===== src/rtl/i2c_slv_pkg.sv =====
`timescale 1ns/1ps
package i2c_slv_pkg;
    localparam int unsigned ADDR_W = 7;
    localparam int unsigned BYTE_W = ADDR_W + 1;

    typedef enum logic [3:0] {
        S_IDLE,
        S_ADDR,
        S_ADDR_ACK,
        S_RX_DATA,
        S_RX_ACK,
        S_TX_STRETCH,
        S_TX_LAUNCH,
        S_TX_BITS,
        S_TX_ACK,
        S_IGNORE
    } slv_state_e;
endpackage


===== src/rtl/i2c_slv_sync.sv =====
`timescale 1ns/1ps
module i2c_slv_sync #(
    parameter int unsigned STAGES = 2
) (
    input  logic clk,
    input  logic rst_n,
    input  logic scl_raw,
    input  logic sda_raw,
    output logic scl_o,
    output logic sda_o,
    output logic scl_rise_o,
    output logic scl_fall_o,
    output logic start_o,
    output logic stop_o
);
    localparam int unsigned LINES = 2;

    logic [LINES-1:0] raw;
    logic [LINES-1:0] synced;
    logic [LINES-1:0] prev_q;

    assign raw = {sda_raw, scl_raw};

    for (genvar g = 0; g < LINES; g++) begin : g_line
        logic [STAGES-1:0] chain_q;
        always_ff @(posedge clk or negedge rst_n) begin
            if (!rst_n) chain_q <= '1;
            else        chain_q <= {chain_q[STAGES-2:0], raw[g]};
        end
        assign synced[g] = chain_q[STAGES-1];
    end

    always_ff @(posedge clk or negedge rst_n) begin
        if (!rst_n) prev_q <= '1;
        else        prev_q <= synced;
    end

    assign scl_o      = synced[0];
    assign sda_o      = synced[1];
    assign scl_rise_o = synced[0] & ~prev_q[0];
    assign scl_fall_o = ~synced[0] & prev_q[0];
    // Line changes on SDA while SCL stays high frame a transfer.
    assign start_o    = prev_q[0] & synced[0] & prev_q[1] & ~synced[1];
    assign stop_o     = prev_q[0] & synced[0] & ~prev_q[1] & synced[1];
endmodule


===== src/rtl/i2c_slv_core.sv =====
`timescale 1ns/1ps
module i2c_slv_core
    import i2c_slv_pkg::*;
(
    input  logic              clk,
    input  logic              rst_n,
    input  logic [ADDR_W-1:0] own_addr,
    input  logic              scl_s,
    input  logic              sda_s,
    input  logic              scl_rise,
    input  logic              scl_fall,
    input  logic              start,
    input  logic              stop,
    input  logic [BYTE_W-1:0] tx_data,
    input  logic              tx_load,
    input  logic              release_set,
    input  logic              rd_buf,
    input  logic              clr_ovf,
    input  logic              clr_irq,
    output logic              scl_low_o,
    output logic              sda_low_o,
    output logic [BYTE_W-1:0] buf_o,
    output logic              full_o,
    output logic              ovf_o,
    output logic              rw_o,
    output logic              irq_o
);
    localparam int unsigned     CNT_W    = $clog2(BYTE_W + 1);
    localparam logic [CNT_W-1:0] CNT_LAST = CNT_W'(BYTE_W);

    slv_state_e        state_q, state_d;
    logic [CNT_W-1:0]  cnt_q;
    logic [BYTE_W-1:0] sr_q, txsr_q, buf_q;
    logic              full_q, ovf_q, rw_q, irq_q, release_q, nack_q;
    logic              scl_low_q, sda_low_q;
    logic              byte_end, addr_hit;

    assign byte_end = scl_fall && (cnt_q == CNT_LAST);
    assign addr_hit = (sr_q[BYTE_W-1:1] == own_addr);

    // Next-state logic
    always_comb begin
        state_d = state_q;
        if (stop) begin
            state_d = S_IDLE;
        end else if (start) begin
            state_d = S_ADDR;
        end else begin
            unique case (state_q)
                S_ADDR:       if (byte_end) state_d = addr_hit ? S_ADDR_ACK : S_IGNORE;
                S_ADDR_ACK:   if (scl_fall) state_d = rw_q ? S_TX_STRETCH : S_RX_DATA;
                S_RX_DATA:    if (byte_end) state_d = S_RX_ACK;
                S_RX_ACK:     if (scl_fall) state_d = S_RX_DATA;
                S_TX_STRETCH: if (release_q) state_d = S_TX_LAUNCH;
                S_TX_LAUNCH:  state_d = S_TX_BITS;
                S_TX_BITS:    if (byte_end) state_d = S_TX_ACK;
                S_TX_ACK:     if (scl_fall) state_d = nack_q ? S_IDLE : S_TX_STRETCH;
                default:      state_d = state_q;
            endcase
        end
    end

    // State register
    always_ff @(posedge clk or negedge rst_n) begin
        if (!rst_n) state_q <= S_IDLE;
        else        state_q <= state_d;
    end

    // Datapath, flags and line drives
    always_ff @(posedge clk or negedge rst_n) begin
        if (!rst_n) begin
            cnt_q     <= '0;
            sr_q      <= '0;
            txsr_q    <= '0;
            buf_q     <= '0;
            full_q    <= 1'b0;
            ovf_q     <= 1'b0;
            rw_q      <= 1'b0;
            irq_q     <= 1'b0;
            release_q <= 1'b0;
            nack_q    <= 1'b0;
            scl_low_q <= 1'b0;
            sda_low_q <= 1'b0;
        end else begin
            if (tx_load)     txsr_q    <= tx_data;
            if (release_set) release_q <= 1'b1;
            if (rd_buf)      full_q    <= 1'b0;
            if (clr_ovf)     ovf_q     <= 1'b0;
            if (clr_irq)     irq_q     <= 1'b0;

            if (start || stop) begin
                cnt_q     <= '0;
                scl_low_q <= 1'b0;
                sda_low_q <= 1'b0;
                nack_q    <= 1'b0;
            end else begin
                unique case (state_q)
                    S_ADDR, S_RX_DATA: begin
                        if (scl_rise) begin
                            sr_q  <= {sr_q[BYTE_W-2:0], sda_s};
                            cnt_q <= cnt_q + 1'b1;
                        end
                        if (byte_end) begin
                            if (state_q == S_ADDR) begin
                                if (addr_hit) begin
                                    buf_q     <= sr_q;
                                    rw_q      <= sr_q[0];
                                    sda_low_q <= 1'b1;
                                end
                            end else if (!full_q && !ovf_q) begin
                                buf_q     <= sr_q;
                                full_q    <= 1'b1;
                                sda_low_q <= 1'b1;
                            end else if (full_q) begin
                                ovf_q <= 1'b1;
                            end
                        end
                    end
                    S_ADDR_ACK, S_RX_ACK: begin
                        if (scl_fall) begin
                            sda_low_q <= 1'b0;
                            irq_q     <= 1'b1;
                            cnt_q     <= '0;
                            if (state_q == S_ADDR_ACK && rw_q) begin
                                scl_low_q <= 1'b1;
                                release_q <= 1'b0;
                            end
                        end
                    end
                    S_TX_STRETCH: begin
                        if (release_q) begin
                            release_q <= 1'b0;
                            sda_low_q <= ~txsr_q[BYTE_W-1];
                        end
                    end
                    S_TX_LAUNCH: begin
                        scl_low_q <= 1'b0;
                    end
                    S_TX_BITS: begin
                        if (scl_rise) cnt_q <= cnt_q + 1'b1;
                        if (scl_fall) begin
                            if (cnt_q == CNT_LAST) begin
                                sda_low_q <= 1'b0;
                            end else begin
                                txsr_q    <= {txsr_q[BYTE_W-2:0], 1'b0};
                                sda_low_q <= ~txsr_q[BYTE_W-2];
                            end
                        end
                    end
                    S_TX_ACK: begin
                        if (scl_rise) nack_q <= sda_s;
                        if (scl_fall) begin
                            irq_q <= 1'b1;
                            cnt_q <= '0;
                            if (!nack_q) begin
                                scl_low_q <= 1'b1;
                                release_q <= 1'b0;
                            end
                        end
                    end
                    default: ;
                endcase
            end
        end
    end

    assign scl_low_o = scl_low_q;
    assign sda_low_o = sda_low_q;
    assign buf_o     = buf_q;
    assign full_o    = full_q;
    assign ovf_o     = ovf_q;
    assign rw_o      = rw_q;
    assign irq_o     = irq_q;

    // a full buffer is never overwritten by a data byte
    p_hold_buf_when_full_r5: assert property (@(posedge clk) disable iff (!rst_n)
        (state_q == S_RX_DATA && full_q) |=> $stable(buf_q));

    // overflow only leaves through the host clear
    p_ovf_sticky_r6: assert property (@(posedge clk) disable iff (!rst_n)
        (ovf_q && !clr_ovf) |=> ovf_q);

    // the interrupt flag rises only on an SCL falling edge
    p_irq_at_fall_r8: assert property (@(posedge clk) disable iff (!rst_n)
        $rose(irq_q) |-> $past(scl_fall));

    // stretch is kept until the release bit is seen
    p_stretch_hold_r9: assert property (@(posedge clk) disable iff (!rst_n)
        (state_q == S_TX_STRETCH && !release_q) |=> scl_low_q);

    // the SDA drive moves only while SCL is low
    p_sda_moves_scl_low_r9: assert property (@(posedge clk) disable iff (!rst_n)
        (!$stable(sda_low_q) && !$past(start || stop)) |-> !$past(scl_s));
endmodule


===== src/rtl/i2c_stretch_slave.sv =====
`timescale 1ns/1ps
module i2c_stretch_slave
    import i2c_slv_pkg::*;
#(
    parameter int unsigned SYNC_STAGES = 2
) (
    input  logic              clk,
    input  logic              rst_n,
    input  logic [ADDR_W-1:0] own_addr_i,
    input  logic              scl_i,
    input  logic              sda_i,
    output logic              scl_drive_low_o,
    output logic              sda_drive_low_o,
    input  logic [BYTE_W-1:0] tx_data_i,
    input  logic              tx_load_i,
    input  logic              release_i,
    output logic [BYTE_W-1:0] rx_data_o,
    input  logic              rx_read_i,
    output logic              full_o,
    output logic              ovf_o,
    input  logic              ovf_clr_i,
    output logic              rw_o,
    output logic              irq_o,
    input  logic              irq_clr_i
);
    logic scl_s, sda_s, scl_rise, scl_fall, start, stop;

    i2c_slv_sync #(.STAGES(SYNC_STAGES)) u_sync (
        .clk        (clk),
        .rst_n      (rst_n),
        .scl_raw    (scl_i),
        .sda_raw    (sda_i),
        .scl_o      (scl_s),
        .sda_o      (sda_s),
        .scl_rise_o (scl_rise),
        .scl_fall_o (scl_fall),
        .start_o    (start),
        .stop_o     (stop)
    );

    i2c_slv_core u_core (
        .clk         (clk),
        .rst_n       (rst_n),
        .own_addr    (own_addr_i),
        .scl_s       (scl_s),
        .sda_s       (sda_s),
        .scl_rise    (scl_rise),
        .scl_fall    (scl_fall),
        .start       (start),
        .stop        (stop),
        .tx_data     (tx_data_i),
        .tx_load     (tx_load_i),
        .release_set (release_i),
        .rd_buf      (rx_read_i),
        .clr_ovf     (ovf_clr_i),
        .clr_irq     (irq_clr_i),
        .scl_low_o   (scl_drive_low_o),
        .sda_low_o   (sda_drive_low_o),
        .buf_o       (rx_data_o),
        .full_o      (full_o),
        .ovf_o       (ovf_o),
        .rw_o        (rw_o),
        .irq_o       (irq_o)
    );
endmodule


===== config.mk =====
export PLATFORM = sky130hd
export DESIGN_NAME = i2c_stretch_slave
export DESIGN_NICKNAME = d
export VERILOG_FILES = /design/src/rtl/i2c_slv_pkg.sv /design/src/rtl/i2c_slv_sync.sv /design/src/rtl/i2c_slv_core.sv /design/src/rtl/i2c_stretch_slave.sv
export SDC_FILE = /design/constraint.sdc
export NUM_CORES = 1
export LEC_CHECK = 0
export BUFFER_PORTS_ARGS = -buffer_cell sky130_fd_sc_hd__buf_2
export CORE_UTILIZATION = 56
export DETAILED_ROUTE_END_ITERATION = 8
export PLACE_DENSITY_LB_ADDON = 0.12
export SETUP_SLACK_MARGIN = 0.05
export SYNTH_ARGS = -nofsm -noshare
export SYNTH_HDL_FRONTEND = slang
export SYNTH_SLANG_ARGS = --single-unit

===== constraint.sdc =====
create_clock -name clk -period 2.3 [get_ports clk]
set_clock_uncertainty 0.15 [all_clocks]
set_input_delay 0.115 -clock clk [delete_from_list [all_inputs] [get_ports clk]]
set_output_delay 0.115 -clock clk [all_outputs]
set_load 0.02 [all_outputs]

# Word-level counts from Yosys, hierarchy flattened
# Cells that the tools add are included.
totals:
  regBits: 46
op_classes:
  addsub: 1
  eq_ne: 29
  muxes: 69
  n_bitwise: 14
  reduce_logical: 25
op_table:
  columns: ["op", "n"]
  rows:
  - ["8-bit 2-to-1 mux", 8]
  - ["4-bit 2-to-1 mux", 13]
  - ["1-bit 2-to-1 mux", 41]
  - ["4-bit by 1-bit inequality test with 1-bit output, second input constant", 8]
  - ["4-bit case mux with 8 select lines", 1]
  - ["3-bit by 1-bit inequality test with 1-bit output, second input constant", 8]
  - ["4-bit by 3-bit == test with 1-bit output, second input constant", 4]
  - ["5-bit AND reduction", 3]
  - ["10-bit nonzero test", 1]
  - ["4-bit by 2-bit == test with 1-bit output, second input constant", 2]
  - ["4-bit == test, second input constant", 2]
  - ["4-bit case mux with 2 select lines", 1]
  - ["8-bit AND reduction", 1]
  - ["1-bit AND", 7]
  - ["7-bit == test", 1]
  - ["1-bit inverter", 7]
  - ["7-bit AND reduction", 1]
  - ["3-bit 2-to-1 mux", 2]
  - ["1-bit case mux with 3 select lines", 2]
  - ["3-bit AND reduction", 2]
  - ["2-bit nonzero test", 3]
  - ["3-bit OR reduction", 2]
  - ["5-bit nonzero test", 1]
  - ["4-bit by 1-bit adder with 4-bit output, second input constant", 1]
  - ["12 further kinds", 16]

# Logic depth before layout (Yosys ltp)
depth:
  word_depth: 7
  mapped_depth: 8

# By module
# From an unflattened synthesis, not the netlist that was laid out.
unflattened:
  cells_unflattened: 233
  area_unflattened_um2: 2439.8
modules_own_cells:
  columns: ["module", "n_inst", "cells_per_inst", "area_each_um2", "seq_area_each_um2"]
  rows:
  - ["i2c_slv_core", 1, 223, 2249.7, 1001.0]
  - ["i2c_slv_sync", 1, 10, 190.2, 157.7]

# Worst setup path after synthesis
# No wires, ideal clock.
synth_path:
  path_kind: "register to register"
  from: "register u_core.state_q[2]"
  to: "register u_core.rw_q (netlist: u_core.rw_o)"
  setup_ns: 0.125
  t_arrival_ns: 1.647
  t_required_ns: 2.025
  setup_slack_ns: 0.379
  stages_incl_launch_ff: 7
  path_buffers: 1
  synth_period_minus_slack_ns: 1.921
  path_cell_list: "dfrtp_1 > buf_6 > or3b_4 > nor3_4 > nand2b_1 > nor3_1 > mux2_2"
synth_between:
  elab_chain_len: 3
  word_cells_on_any_way: 4
  cone_classes: "2 x eq/ne; 2 x reduce/logical"
synth_rtl:
  columns: ["element", "line", "rtl"]
  rows:
  - ["start, declared", "i2c_slv_core.sv:31", "slv_state_e state_q, state_d;"]
  - ["start signal, assigned", "i2c_slv_core.sv:66", "else state_q <= state_d;"]
  - ["4-bit by 2-bit == test with 1-bit output / 4-bit by 1-bit == test with 1-bit output (equally long branches)", "i2c_slv_core.sv:97, i2c_slv_core.sv:104", null]
  - ["2-bit OR reduction", "i2c_slv_core.sv:97", "unique case (state_q)"]
  - ["5-bit AND reduction (no source line) *", null, null]
  - ["end signal, assigned", "i2c_slv_core.sv:107", "rw_q <= sr_q[0];"]
  - ["end, declared", "i2c_slv_core.sv:34", "logic full_q, ovf_q, rw_q, irq_q, release_q, nack_q;"]
# Mark *: on every way between the ends. The rest lies on a longest branch, timed or not.
# A chain may end at the register's enable or synchronous reset.

# Final worst setup path
layout_path:
  from: "register u_core.state_q[1]"
  to: "register u_core.sda_low_q (netlist: u_core.sda_low_o)"
layout_between:
  elab_chain_len: 5
  word_cells_on_any_way: 20
  cone_classes: "12 x eq/ne; 4 x mux; 4 x reduce/logical"
layout_rtl:
  columns: ["element", "line", "rtl"]
  rows:
  - ["4-bit by 1-bit == test with 1-bit output", "i2c_slv_core.sv:97, i2c_slv_core.sv:104", null]
  - ["1-bit 2-to-1 mux", "i2c_slv_core.sv:104", "if (state_q == S_ADDR) begin"]
  - ["1-bit 2-to-1 mux", "i2c_slv_core.sv:103", "if (byte_end) begin"]
  - ["1-bit case mux with 4 select lines", "i2c_slv_core.sv:97", null]
  - ["1-bit 2-to-1 mux", "i2c_slv_core.sv:91", "if (start || stop) begin"]
  - ["end signal, assigned", "i2c_slv_core.sv:133", "sda_low_q <= ~txsr_q[BYTE_W-1];"]
  - ["end signal, assigned", "i2c_slv_core.sv:146", "sda_low_q <= ~txsr_q[BYTE_W-2];"]
  - ["end, declared", "i2c_slv_core.sv:35", "logic scl_low_q, sda_low_q;"]
# Several ways; a longest one is shown, not always the timed one. The select of a mux whose other input is x is not followed.

==> metrics.csv <==
stage;metric;value;unit
run_status;status;finished, final reports clean;
synth;yosys.area_share.simple;14.7;%
sta;setup_viol;0;
clock_network;cts.sinks;46;
critical_path;cp.arrival;2.09;ns
synth;synth_edf_count;0;
grt;overflow;0;
routing;via_count;1915;
critical_path;cp-end-kind;register;
critical_path;critPathMaxFanout;16;
synth;synth-adder-area-share;1.02;%
routing;post-route-drc-count;0;
finish;final_common_cell;dfrtp_1;
sta;fmax;488;MHz
sta;slew_headroom;69.0;%
sta;fin_crit;2.05;ns
critical_path;r2r_slack;0.25;ns
critical_path;r2r_end;u_core.sda_low_o;
placement;io_buffers;37;
synth;yosys_warnings;0;
clock_network;clk_path_buf_depth;2;
worst_hold_path;worstHoldPathType;in2async;
grt;grt_antenna_before_repair;0;
critical_path;crit_type;reg2reg;
job;maxCapViolations;0;
sta;fin_setup_tns;0;ns
floorplanning;chipWidth;68.2;um
synth;avgSynthCellArea;10.6;sq um
finish;drive_gt1_share;30.1;%
grt;grt_usage;24.3;%
critical_path;worst_r2r_startpoint;u_core.state_q[1];
clock_network;worstSkewPairLatency;0.30;ns
clock_network;cts_root_buf;clkbuf_8;
critical_path;crit_path_start;u_core.state_q[1];
placement;gp_congestion;0.943;
synth;synth-compound-area-share;15.5;%
synth;synth-xor-area-share;4.29;%
finish;syn2layout_area_growth;20.2;%
routing;routed_wl;5.01;mm
clock_network;path_clk_slew;0.09;ns
sta;finalMaxSlewViolations;0;
synth;synthArstFlopShare;100;%
clock_network;cts_tree;done;
power;ir_drop;0.529;mV
clock_network;cts_buffers;5;
floorplanning;core_region_area;4120;sq um
routing;drtAntennaViolNets;0;
sta;tightest_slew;0.458;ns
synth;syn_area;2450;sq um
critical_path;setup.worst_path.start_class;register;
synth;synth_ff_type;dfrtp_1;
routing;first_pass_iters;4;
synth;synthCells;231;
sta;holdWs;0.0531;ns
sta;hold_violations;0;
synth;yosysTopAreaCell;dfrtp_1;
power;power.leakage;1.34;nW
synth;ys_seq_area_share;47.3;%
floorplanning;ios;38;
clock_network;cts_setup_buffers;0;
grt;grt_max_degree;37;
routing;routed_via_density;5.65;
floorplanning;die_h;68.2;um
synth;synthMuxAreaShare;12.9;%
synth;syn_nets;257;
synth;synth_top_area_share;40.8;%
routing;routedWlPerCell;14.8;um
floorplanning;num_rows;23;
synth;ys_ff_latch;46;
synth;ys_types;55;
placement;dp_hpwl;3.57;mm
finish;nets;314;
finish;layout_common_cells;39 x dfrtp_1, 37 x buf_2, 20 x o21ai_0, 20 x mux2_2, 15 x dlygate4sd3_1;
critical_path;rr_worst_depth;6;
clock_network;h-tree-depth;2;
power;power_density;890;nW/um^2
grt;grt_pass1_vias;1820;
sta;rsz0062_at_grt;no;
grt;grt_pass1_wl;8.27;mm
finish;fin_area;2950;sq um
power;p_total;2.62;mW
critical_path;required;2.34;ns
floorplanning;initial_core_util;59.6;%
finish;antennaDiodeCount;0;
synth;synth_top_family_by_area;compound AO/OA/AOI/OAI gates;
synth;netlist_top_cells_area;dfrtp_1 41%, mux2_2 9.2%, dfstp_2 6.4%;
routing;first_iter_violations;213;
placement;dpl-instance-area;2710;sq um
floorplanning;dieArea;4650;sq um
sta;period_share;89.0;%
through the flow:
stage / std cells / utilization [%] / worst slack (ns)
after floorplan: 231 / - / 0.379
after global placement: 316 / 65.8 / 0.247
after detailed placement: 316 / 65.8 / 0.225
after CTS: 339 / 71.6 / 0.149
after global routing: 339 / 71.6 / 0.147
final: 339 / 71.6 / 0.252
where the power goes:
| part | internal, mW | switching, mW |
|---|---|---|
| clock network | 0.214 | 0.268 |
| logic | 0.489 | 0.543 |
| registers | 0.964 | 0.146 |
| total | 1.67 | 0.956 |
kinds of logic (layout without fill, tap and decap cells):
kind of cell / after synthesis / count (layout)
multiplexers: 29 / 29
AO/OA/AOI/OAI: 57 / 57
flip-flops: 46 / 46
adder cells (fa/ha/maj): 2 / 2
XOR/XNOR: 12 / 12
buffers and inverters: 23 / 81
AND/OR/NAND/NOR: 62 / 62
layer usage:
metal	wire length, um	up-vias	track usage (%)	share of wire [%]
li1	-	943	-	-
met1	2330	897	32.4	47
met2	2310	64	37.7	46
met3	270	11	6.17	5.4
met4	96	0	9.90	1.9
met5	0	-	0	0
worst max-delay path, cell delays in order, from the launching register on:
cell and delay [ns]:
dfrtp_2 0.50, buf_4 0.26, nor2_1 0.09, o21ai_0 0.17, nor4b_1 0.42, o211ai_1 0.17, nor3b_1 0.17
registers in the layout, indices dropped and copies added (netlist names), 2 cells and up:
name and cells:
u_core.sr_q 8, u_core.txsr_q 8, u_core.state_q 4, u_core.cnt_q 4
u_sync.g_line.chain_q 4, u_sync.prev_q 2, u_core.buf_o 8
worst max-delay path by stage:
| stage | end | depth (start not counted) |
|---|---|---|
| floorplan | u_core.rw_o | 6 |
| global placement | u_core.sda_low_o | 6 |
| detailed placement | u_core.sda_low_o | 6 |
| CTS | u_core.sda_low_o | 6 |
| global route | u_core.sda_low_o | 6 |
| finish | u_core.sda_low_o | 6 |
Yosys cell counts, drive strengths merged (2+ instances only):
cell and n:
a21oi 7, a221o 2, a22o 5, a31oi 3
buf 9, clkbuf 3, dfrtp 40, dfstp 6
ha 2, inv 11, mux2 20, mux2i 9
nand2 14, nand2b 4, nand3 5, nand3b 2
nand4 2, nor2 14, nor2b 6, nor3 3
nor3b 2, nor4b 2, o211ai 2, o21ai 20
o21bai 2, o22ai 4, o31ai 2, or3b 2
xnor2 10, xor2 2
what timing repair did:
action / in CTS / in global routing
hold buffers: 15 / 0
gates resized for setup: 0 / 1
setup endpoints to repair: 0 / 1
hold endpoints to repair: 54 / 0
final cells by class:
class                      count  area, sq um
multi-input combinational    162         1180
fill                         291         1170
sequential                    46         1160
timing repair buffer          62          410
clock buffer                   6         72.6
tap                           50         62.6
inverter                      11         41.3
clock inverter                 2         15.0
(Power assumes the default switching activity.)
